**src/rtl/sdc_pkg.sv**
```systemverilog
package sdc_pkg;
  localparam int unsigned CTRL_W   = 16;
  localparam int unsigned LVL_W    = 4;
  localparam int unsigned N_CODES  = 1 << LVL_W;
  localparam int unsigned N_TAPS   = N_CODES - 1;
  localparam int unsigned B_EN     = 15;
  localparam int unsigned B_SIDL   = 13;
  localparam int unsigned B_DIR    = 7;
  localparam int unsigned B_BG     = 6;
  localparam int unsigned B_REF    = 5;

  typedef struct packed {
    logic             en;
    logic             sidl;
    logic             dir;
    logic [LVL_W-1:0] lvl;
  } ctrl_t;

  typedef struct packed {
    logic bg;
    logic lo;
    logic hi;
  } ana_t;
endpackage

```
**src/rtl/sdc_sync.sv**
```systemverilog
module sdc_sync #(
  parameter int unsigned W      = 1,
  parameter int unsigned STAGES = 2
) (
  input  logic         clk_i,
  input  logic         rst_ni,
  input  logic [W-1:0] d_i,
  output logic [W-1:0] q_o
);
  logic [W-1:0] stg_q [STAGES];

  always_ff @(posedge clk_i or negedge rst_ni) begin
    if (!rst_ni) begin
      for (int i = 0; i < int'(STAGES); i++) stg_q[i] <= '0;
    end else begin
      stg_q[0] <= d_i;
      for (int i = 1; i < int'(STAGES); i++) stg_q[i] <= stg_q[i-1];
    end
  end

  assign q_o = stg_q[STAGES-1];
endmodule

```
**src/rtl/sdc_ref_timer.sv**
```systemverilog
module sdc_ref_timer #(
  parameter int unsigned STAB_TICKS = 1000
) (
  input  logic clk_i,
  input  logic rst_ni,
  input  logic active_i,
  output logic ready_o
);
  localparam int unsigned CW = (STAB_TICKS < 2) ? 1 : $clog2(STAB_TICKS);
  localparam logic [CW-1:0] LAST = CW'(STAB_TICKS - 1);

  logic [CW-1:0] cnt_q;
  logic          rdy_q;

  always_ff @(posedge clk_i or negedge rst_ni) begin
    if (!rst_ni) begin
      cnt_q <= '0;
      rdy_q <= 1'b0;
    end else if (!active_i) begin
      cnt_q <= '0;
      rdy_q <= 1'b0;
    end else if (!rdy_q) begin
      if (cnt_q == LAST) rdy_q <= 1'b1;
      else               cnt_q <= cnt_q + 1'b1;
    end
  end

  // gated so that deactivation shows in the same cycle
  assign ready_o = rdy_q & active_i;
endmodule

```
**src/rtl/sdc_tap_decode.sv**
```systemverilog
module sdc_tap_decode
  import sdc_pkg::*;
(
  input  logic [LVL_W-1:0]  lvl_i,
  input  logic              active_i,
  output logic [N_TAPS-1:0] tap_sel_o,
  output logic              ext_sel_o,
  output logic              div_en_o
);
  logic is_ext;
  assign is_ext = (lvl_i == LVL_W'(N_CODES - 1));

  for (genvar t = 0; t < int'(N_TAPS); t++) begin : g_tap
    assign tap_sel_o[t] = active_i & (lvl_i == LVL_W'(t));
  end

  assign ext_sel_o = active_i & is_ext;
  assign div_en_o  = active_i & ~is_ext;
endmodule

```
**src/rtl/sdc_flag.sv**
```systemverilog
module sdc_flag (
  input  logic clk_i,
  input  logic rst_ni,
  input  logic detect_i,
  input  logic clr_i,
  output logic flag_o
);
  logic flag_q;

  always_ff @(posedge clk_i or negedge rst_ni) begin
    if (!rst_ni)       flag_q <= 1'b0;
    else if (detect_i) flag_q <= 1'b1;   // set wins over clear
    else if (clr_i)    flag_q <= 1'b0;
  end

  assign flag_o = flag_q;
endmodule

```
**src/rtl/supply_detect_ctrl.sv**
```systemverilog
module supply_detect_ctrl
  import sdc_pkg::*;
#(
  parameter int unsigned STAB_TICKS = 1000,
  parameter int unsigned SYNC_STG   = 2
) (
  input  logic              clk_i,
  input  logic              rst_ni,
  input  logic              reg_wr_i,
  input  logic [CTRL_W-1:0] reg_wdata_i,
  output logic [CTRL_W-1:0] reg_rdata_o,
  input  logic              flag_clr_i,
  input  logic              cmp_hi_i,
  input  logic              cmp_lo_i,
  input  logic              bg_ok_i,
  input  logic              idle_i,
  input  logic              sleep_i,
  input  logic              irq_en_i,
  output logic              flag_o,
  output logic              irq_o,
  output logic              wake_o,
  output logic [N_TAPS-1:0] tap_sel_o,
  output logic              ext_sel_o,
  output logic              div_en_o,
  output logic              cmp_en_o
);
  ctrl_t ctrl_q;
  ana_t  ana_raw, ana_s;
  logic  active, ref_rdy, bg_q, detect;

  always_ff @(posedge clk_i or negedge rst_ni) begin
    if (!rst_ni) begin
      ctrl_q <= '0;
    end else if (reg_wr_i) begin
      ctrl_q.en   <= reg_wdata_i[B_EN];
      ctrl_q.sidl <= reg_wdata_i[B_SIDL];
      ctrl_q.dir  <= reg_wdata_i[B_DIR];
      ctrl_q.lvl  <= reg_wdata_i[LVL_W-1:0];
    end
  end

  assign active = ctrl_q.en & ~(ctrl_q.sidl & idle_i);

  assign ana_raw = '{bg: bg_ok_i, lo: cmp_lo_i, hi: cmp_hi_i};

  sdc_sync #(.W($bits(ana_t)), .STAGES(SYNC_STG)) u_sync (
    .clk_i (clk_i),
    .rst_ni(rst_ni),
    .d_i   (ana_raw),
    .q_o   (ana_s)
  );

  sdc_ref_timer #(.STAB_TICKS(STAB_TICKS)) u_timer (
    .clk_i   (clk_i),
    .rst_ni  (rst_ni),
    .active_i(active),
    .ready_o (ref_rdy)
  );

  always_ff @(posedge clk_i or negedge rst_ni) begin
    if (!rst_ni) bg_q <= 1'b0;
    else         bg_q <= active & ana_s.bg;
  end

  assign detect = ref_rdy & (ctrl_q.dir ? ana_s.hi : ana_s.lo);

  sdc_flag u_flag (
    .clk_i   (clk_i),
    .rst_ni  (rst_ni),
    .detect_i(detect),
    .clr_i   (flag_clr_i),
    .flag_o  (flag_o)
  );

  sdc_tap_decode u_taps (
    .lvl_i    (ctrl_q.lvl),
    .active_i (active),
    .tap_sel_o(tap_sel_o),
    .ext_sel_o(ext_sel_o),
    .div_en_o (div_en_o)
  );

  always_comb begin
    reg_rdata_o              = '0;
    reg_rdata_o[B_EN]        = ctrl_q.en;
    reg_rdata_o[B_SIDL]      = ctrl_q.sidl;
    reg_rdata_o[B_DIR]       = ctrl_q.dir;
    reg_rdata_o[B_BG]        = bg_q & active;
    reg_rdata_o[B_REF]       = ref_rdy;
    reg_rdata_o[LVL_W-1:0]   = ctrl_q.lvl;
  end

  assign cmp_en_o = active;
  assign irq_o    = flag_o & irq_en_i;
  assign wake_o   = flag_o & sleep_i;
endmodule

```
**config.mk**
```make
export PLATFORM = sky130hd
export DESIGN_NAME = supply_detect_ctrl
export DESIGN_NICKNAME = d
export VERILOG_FILES = /design/src/rtl/sdc_pkg.sv /design/src/rtl/sdc_sync.sv /design/src/rtl/sdc_ref_timer.sv /design/src/rtl/sdc_tap_decode.sv /design/src/rtl/sdc_flag.sv /design/src/rtl/supply_detect_ctrl.sv
export SDC_FILE = /design/constraint.sdc
export NUM_CORES = 1
export LEC_CHECK = 0
export BUFFER_PORTS_ARGS = -buffer_cell sky130_fd_sc_hd__buf_2
export CAP_MARGIN = 5
export CORE_MARGIN = 4
export CORE_UTILIZATION = 45
export CTS_CLUSTER_DIAMETER = 30
export CTS_CLUSTER_SIZE = 20
export DETAILED_ROUTE_END_ITERATION = 16
export PLACE_DENSITY = 0.79
export RECOVER_POWER = 100
export SYNTH_ARGS = -nofsm -noshare
export SYNTH_HDL_FRONTEND = slang
export SYNTH_SLANG_ARGS = --single-unit
```
**constraint.sdc**
```tcl
create_clock -name clk_i -period 1.6 [get_ports clk_i]
set_input_delay 0.08 -clock clk_i [delete_from_list [all_inputs] [get_ports clk_i]]
set_output_delay 0.08 -clock clk_i [all_outputs]
set_load 0.02 [all_outputs]
```
# Word-level counts from Yosys, hierarchy flattened
# Index checks and enable logic that the tools add are counted.
dict set report totals {
  reg_bits 26
  latchBits 0
  ramBits 0
  rom_bits 0
  in_bits 26
  output_inout_bits 37
  n_memories 0
}
dict set report op_classes {
  n_addsub 1
  multipliers 0
  div 0
  n_lt_le_gt_ge 0
  n_eq_ne 18
  shift 0
  muxes 9
  bitwise 27
  reduce_logical 3
}
# op n
set ops {}
lappend ops {{equality test 4 bit, second input constant} 8}
lappend ops {{two-way mux 10 bit} 3}
lappend ops {{bitwise AND 1 bit} 25}
lappend ops {{equality test 4 x 3 -> 1 bit, second input constant} 4}
lappend ops {{adder 10 x 1 -> 10 bit, second input constant} 1}
lappend ops {{equality test 10 bit, second input constant} 1}
lappend ops {{equality test 4 x 2 -> 1 bit, second input constant} 2}
lappend ops {{two-way mux 1 bit} 6}
lappend ops {{equality test 4 x 1 -> 1 bit, second input constant} 1}
lappend ops {{zero test 4 bit} 1}
lappend ops {{inequality test 2 bit, second input constant} 2}
lappend ops {{inverter 1 bit} 2}
lappend ops {{AND reduction 2 bit} 1}
lappend ops {{nonzero test 2 bit} 1}

# Longest topological paths before layout
dict set report logic_depth {
  ltp_word 6
  depth_mapped 4
}

# By module
# Synthesis repeated with hierarchy kept, for this count alone.
dict set report unflattened {
  cells_unflattened 136
  area_unflattened_um2 1418.9
}
# module instances cells_each area_per_inst_um2
set by_module_without_submodules {}
lappend by_module_without_submodules {sdc_ref_timer 1 67 648.1}
lappend by_module_without_submodules {supply_detect_ctrl 1 32 432.9}
lappend by_module_without_submodules {sdc_sync 1 9 172.7}
lappend by_module_without_submodules {sdc_tap_decode 1 25 128.9}
lappend by_module_without_submodules {sdc_flag 1 3 36.3}

# Worst setup path after synthesis
# Ideal clock, no wire load.
dict set report synth_path {
  path_type {flip-flop to output port}
  from {register ctrl_q, in the netlist reg_rdata_o[15]}
  to {output tap_sel_o[3]}
  t_arrival_ns 1.549
  required_time_ns 1.520
  path_slack_ns -0.029
  stages_incl_launch_ff 5
  path_cell_list {dfrtp_1 -> a21bo_2 -> clkinv_1 -> nand3_1 -> nor3_1}
}
dict set report synth_between {
  elab_chain_cells 2
}
# element line
set synth_lines {}
lappend synth_lines {{start, declared} supply_detect_ctrl.sv:27} ;# ctrl_t ctrl_q;
lappend synth_lines {{bitwise AND 1 bit} supply_detect_ctrl.sv:42} ;# assign active = ctrl_q.en & ~(ctrl_q.sidl & idle_i);
lappend synth_lines {{via cmp_en_o} supply_detect_ctrl.sv:25} ;# output logic cmp_en_o
lappend synth_lines {{bitwise AND 1 bit} sdc_tap_decode.sv:14} ;# assign tap_sel_o[t] = active_i & (lvl_i == LVL_W'(t));
lappend synth_lines {{end, declared} supply_detect_ctrl.sv:22} ;# output logic [N_TAPS-1:0] tap_sel_o,
# The timed path passes the listed nets, and every way through them passes these cells.

# Worst setup path in the final report
dict set report layout_path {
  from {register ctrl_q, in the netlist reg_rdata_o[13]}
  to {output tap_sel_o[0]}
}
dict set report layout_between {
  elab_chain_cells 4
}
# element line
set layout_lines {}
lappend layout_lines {{bitwise AND 1 bit} supply_detect_ctrl.sv:42}
lappend layout_lines {{inverter 1 bit} supply_detect_ctrl.sv:42}
lappend layout_lines {{bitwise AND 1 bit} supply_detect_ctrl.sv:42}
lappend layout_lines {{bitwise AND 1 bit} sdc_tap_decode.sv:14}
# Every way passes these cells.

==> metrics.csv <==
stage;metric;value;unit
place;dpl_cell_area;0.00153;mm2
synthesis;synthAdderAreaFrac;0.977;%
synthesis;yosysSeqAreaShare;50.8;%
clock_tree;cts_tree;done;
synthesis;synth_simple_gate_area_share;22.9;%
cells_and_area;layout_common_cells;dfrtp_1 (26), buf_2 (26), buf_4 (20);
synthesis;synthMuxAreaShare;8.50;%
synthesis;syn_inst;124;
route;wl_per_cell;16.3;um
setup_path;startpoint_type;register;
cells_and_area;multi_input_area;602;um2
setup_path;crit_type;reg -> out;
grt;grt_pass1_wl;5330;um
grt;grt_usage;18.9;%
grt;antenna_found_initial;0;
route;wl;3550;um
power;vdd.ir_drop.worst;0.831;mV
timing;fin_crit;1.70;ns
clock_tree;cts_buffer_depth;2;
floorplanning;core;0.00273;mm2
place;io_buffers;46;
floorplanning;die_area;0.00377;mm2
grt;grt_overflow_total;0;
timing;final-setup-viol-count;16;
timing;hold-worst-slack;0.149;ns
route;drc;0;
timing;skew;0.00320;ns
timing;fin_crit_sh;106;%
cells_and_area;stdcell_count;218;
synthesis;synth_top_family_by_area;simple AND/OR/NAND/NOR gates;
place;dp.cells;197;
cells_and_area;final_layout_size_suffix_gt1_share;37.4;%
cells_and_area;fin_area;0.00179;mm2
timing;drv_slew;0;
grt;grt_pass1_vias;1170;
synthesis;synth_compound_gate_area_share;9.08;%
setup_path;cp.required;1.52;ns
place;dp_hpwl;2230;um
route;vias_per_cell;5.39;
hold_path;hp-class;in -> reg;
timing;final_hold_viol_count;0;
route;first_pass_iters;4;
place;place.gp.congestion;0.733;
setup_path;cp_max_fo;4;
cells_and_area;area_delta_synth_final;39.8;%
status;status;finished with violations;
synthesis;ys_ff_latch;26;
clock_tree;cts_max_level;1;
timing;setup_slack;-0.0966;ns
timing;fmax;589;MHz
cells_and_area;fillers;215;
timing;rsz0062_at_grt;true;
clock_tree;clk_latency;0.32;ns
setup_path;end_kind;output port;
place;dp_worst_setup_slack;0.0691;ns
cells_and_area;antenna_cells;0;
setup_path;crit_arrival;1.62;ns
synthesis;synth_xor_area_share;0.684;%
power;leakagePower;0.856;nW
floorplanning;num_io_pins;63;
power;powerDensity;827;mW/mm2
power;total_power;1.48;mW
cells_and_area;final-seq-area;651;um2
floorplanning;initial_core_util;46.9;%
route;vias;1174;
clock_tree;cts_buffers;3;
synthesis;synth.avg_cell_area;10.3;um2
floorplanning;fp.dieH;61.4;um
synthesis;syn_area;0.00128;mm2
floorplanning;row_count;19;
synthesis;yosysWarnings;0;
status;violations;setup timing;
timing;relSlewSlack;59.2;%
grt;grt_max_degree;27;
route;drtIter0Drc;60;
synthesis;ys_types;34;
cells_and_area;layout.nets;215;
clock_tree;cts_root_buffer;clkbuf_4;
timing;worst_slew_pin_slew;0.612;ns
route;ant_nets;0;
clock_tree;clk_pin_slew;0.14;ns
floorplanning;die_width;61.4;um
clock_tree;cts_sinks;26;
run;cap_violations;0;
## area by class of cell
class	instances	share of cell area, %
Clock buffer	3	1.26
Clock inverter	1	1.68
Inverter	3	0.698
Multi-Input combinational cell	89	33.6
Sequential cell	26	36.3
Tap cell	31	2.16
Timing Repair Buffer	65	24.3
## flip-flops by register name, summed over array words and instances, names as in the netlist
register,cells
bg_q,1
reg_rdata_o,7
u_flag.flag_o,1
u_sync.q_o,3
u_sync.stg_q,3
u_timer.cnt_q,10
u_timer.rdy_q,1
## logic make-up after synthesis
group,Yosys count
flops,26
fa+ha+maj,1
mux,10
buf+inv,15
other cells,1
xor+xnor,1
simple gates,52
compound gates,18
## through the flow
stage               TNS, ns  utilization [%]
floorplan                 0                -
global placement          0             56.1
detailed placement        0             56.1
CTS                  -0.396             63.9
global route          -2.67             65.5
finish               -0.601             65.5
## synthesized netlist by cell type
cell type | number | share of area, %
o21ai_0 | 2 | 0.78
conb_1 | 1 | 0.29
nand4b_1 | 1 | 0.68
or3_1 | 3 | 1.5
nand4_1 | 1 | 0.49
a211o_1 | 1 | 0.68
a41oi_1 | 1 | 0.68
nand3b_2 | 1 | 0.88
nand4b_2 | 1 | 1.2
o32ai_1 | 1 | 0.68
mux2_2 | 7 | 6.2
clkinv_1 | 1 | 0.29
clkbuf_1 | 4 | 1.2
nor3_1 | 5 | 2.0
nor2_1 | 15 | 4.4
and2_1 | 4 | 2.0
o31ai_1 | 3 | 1.8
nand2_1 | 8 | 2.3
and4bb_2 | 1 | 0.98
inv_1 | 2 | 0.59
mux2i_1 | 3 | 2.3
a21bo_2 | 1 | 0.78
or4_1 | 3 | 1.8
a31oi_1 | 2 | 0.98
nand3b_1 | 2 | 1.2
ha_1 | 1 | 0.98
buf_4 | 8 | 4.7
xor2_1 | 1 | 0.68
a21oi_1 | 7 | 2.7
dfrtp_1 | 26 | 51
and4_1 | 1 | 0.68
nand3_1 | 2 | 0.78
and4b_1 | 1 | 0.78
nand2b_1 | 3 | 1.5
## critical path, stage by stage, from the launching register on
cell and delay, ns:
dfrtp_1 0.40, a21bo_2 0.22, or3_4 0.37, nor3_4 0.15
buf_6 0.14
## final timing paths
kind                       slack, ns  depth (start not counted)               end        startpoint
setup reg to reg                0.01                          5  u_timer.cnt_q[0]  u_timer.cnt_q[0]
min in group asynchronous       0.28                          2  u_timer.cnt_q[9]            rst_ni
hold / removal                  0.15                          2   reg_rdata_o[13]          reg_wr_i
max in group asynchronous       0.93                          2  u_timer.cnt_q[0]            rst_ni
setup / recovery                -0.1                          4      tap_sel_o[0]   reg_rdata_o[13]
hold reg to reg                 0.36                          0     u_sync.q_o[1]   u_sync.stg_q[4]
## power by group
group	internal (mW)	switching, mW	leakage (nW)
clock	0.253	0.193	0.0279
combinational	0.128	0.170	0.497
sequential	0.691	0.0466	0.331
total	1.07	0.410	0.856
## metal layers
layer | part of all wire [%] | GRT usage [%] | wire, um
met1 | 35 | 22.2 | 1250
met2 | 58 | 34.6 | 2060
met3 | 5.0 | 2.10 | 179
met4 | 1.6 | 8.48 | 55
met5 | 0 | 0 | 0
## repair_timing
action | CTS | global route
setup endpoints to repair | 18 | 22
gates resized for setup | 14 | 7
pin swaps | 6 | 2
endpoints found under the hold margin | 36 | 1
hold buffers | 11 | 1
buffers inserted | 2 | 3
cloned | 0 | 0
(Power assumes the default switching activity.)
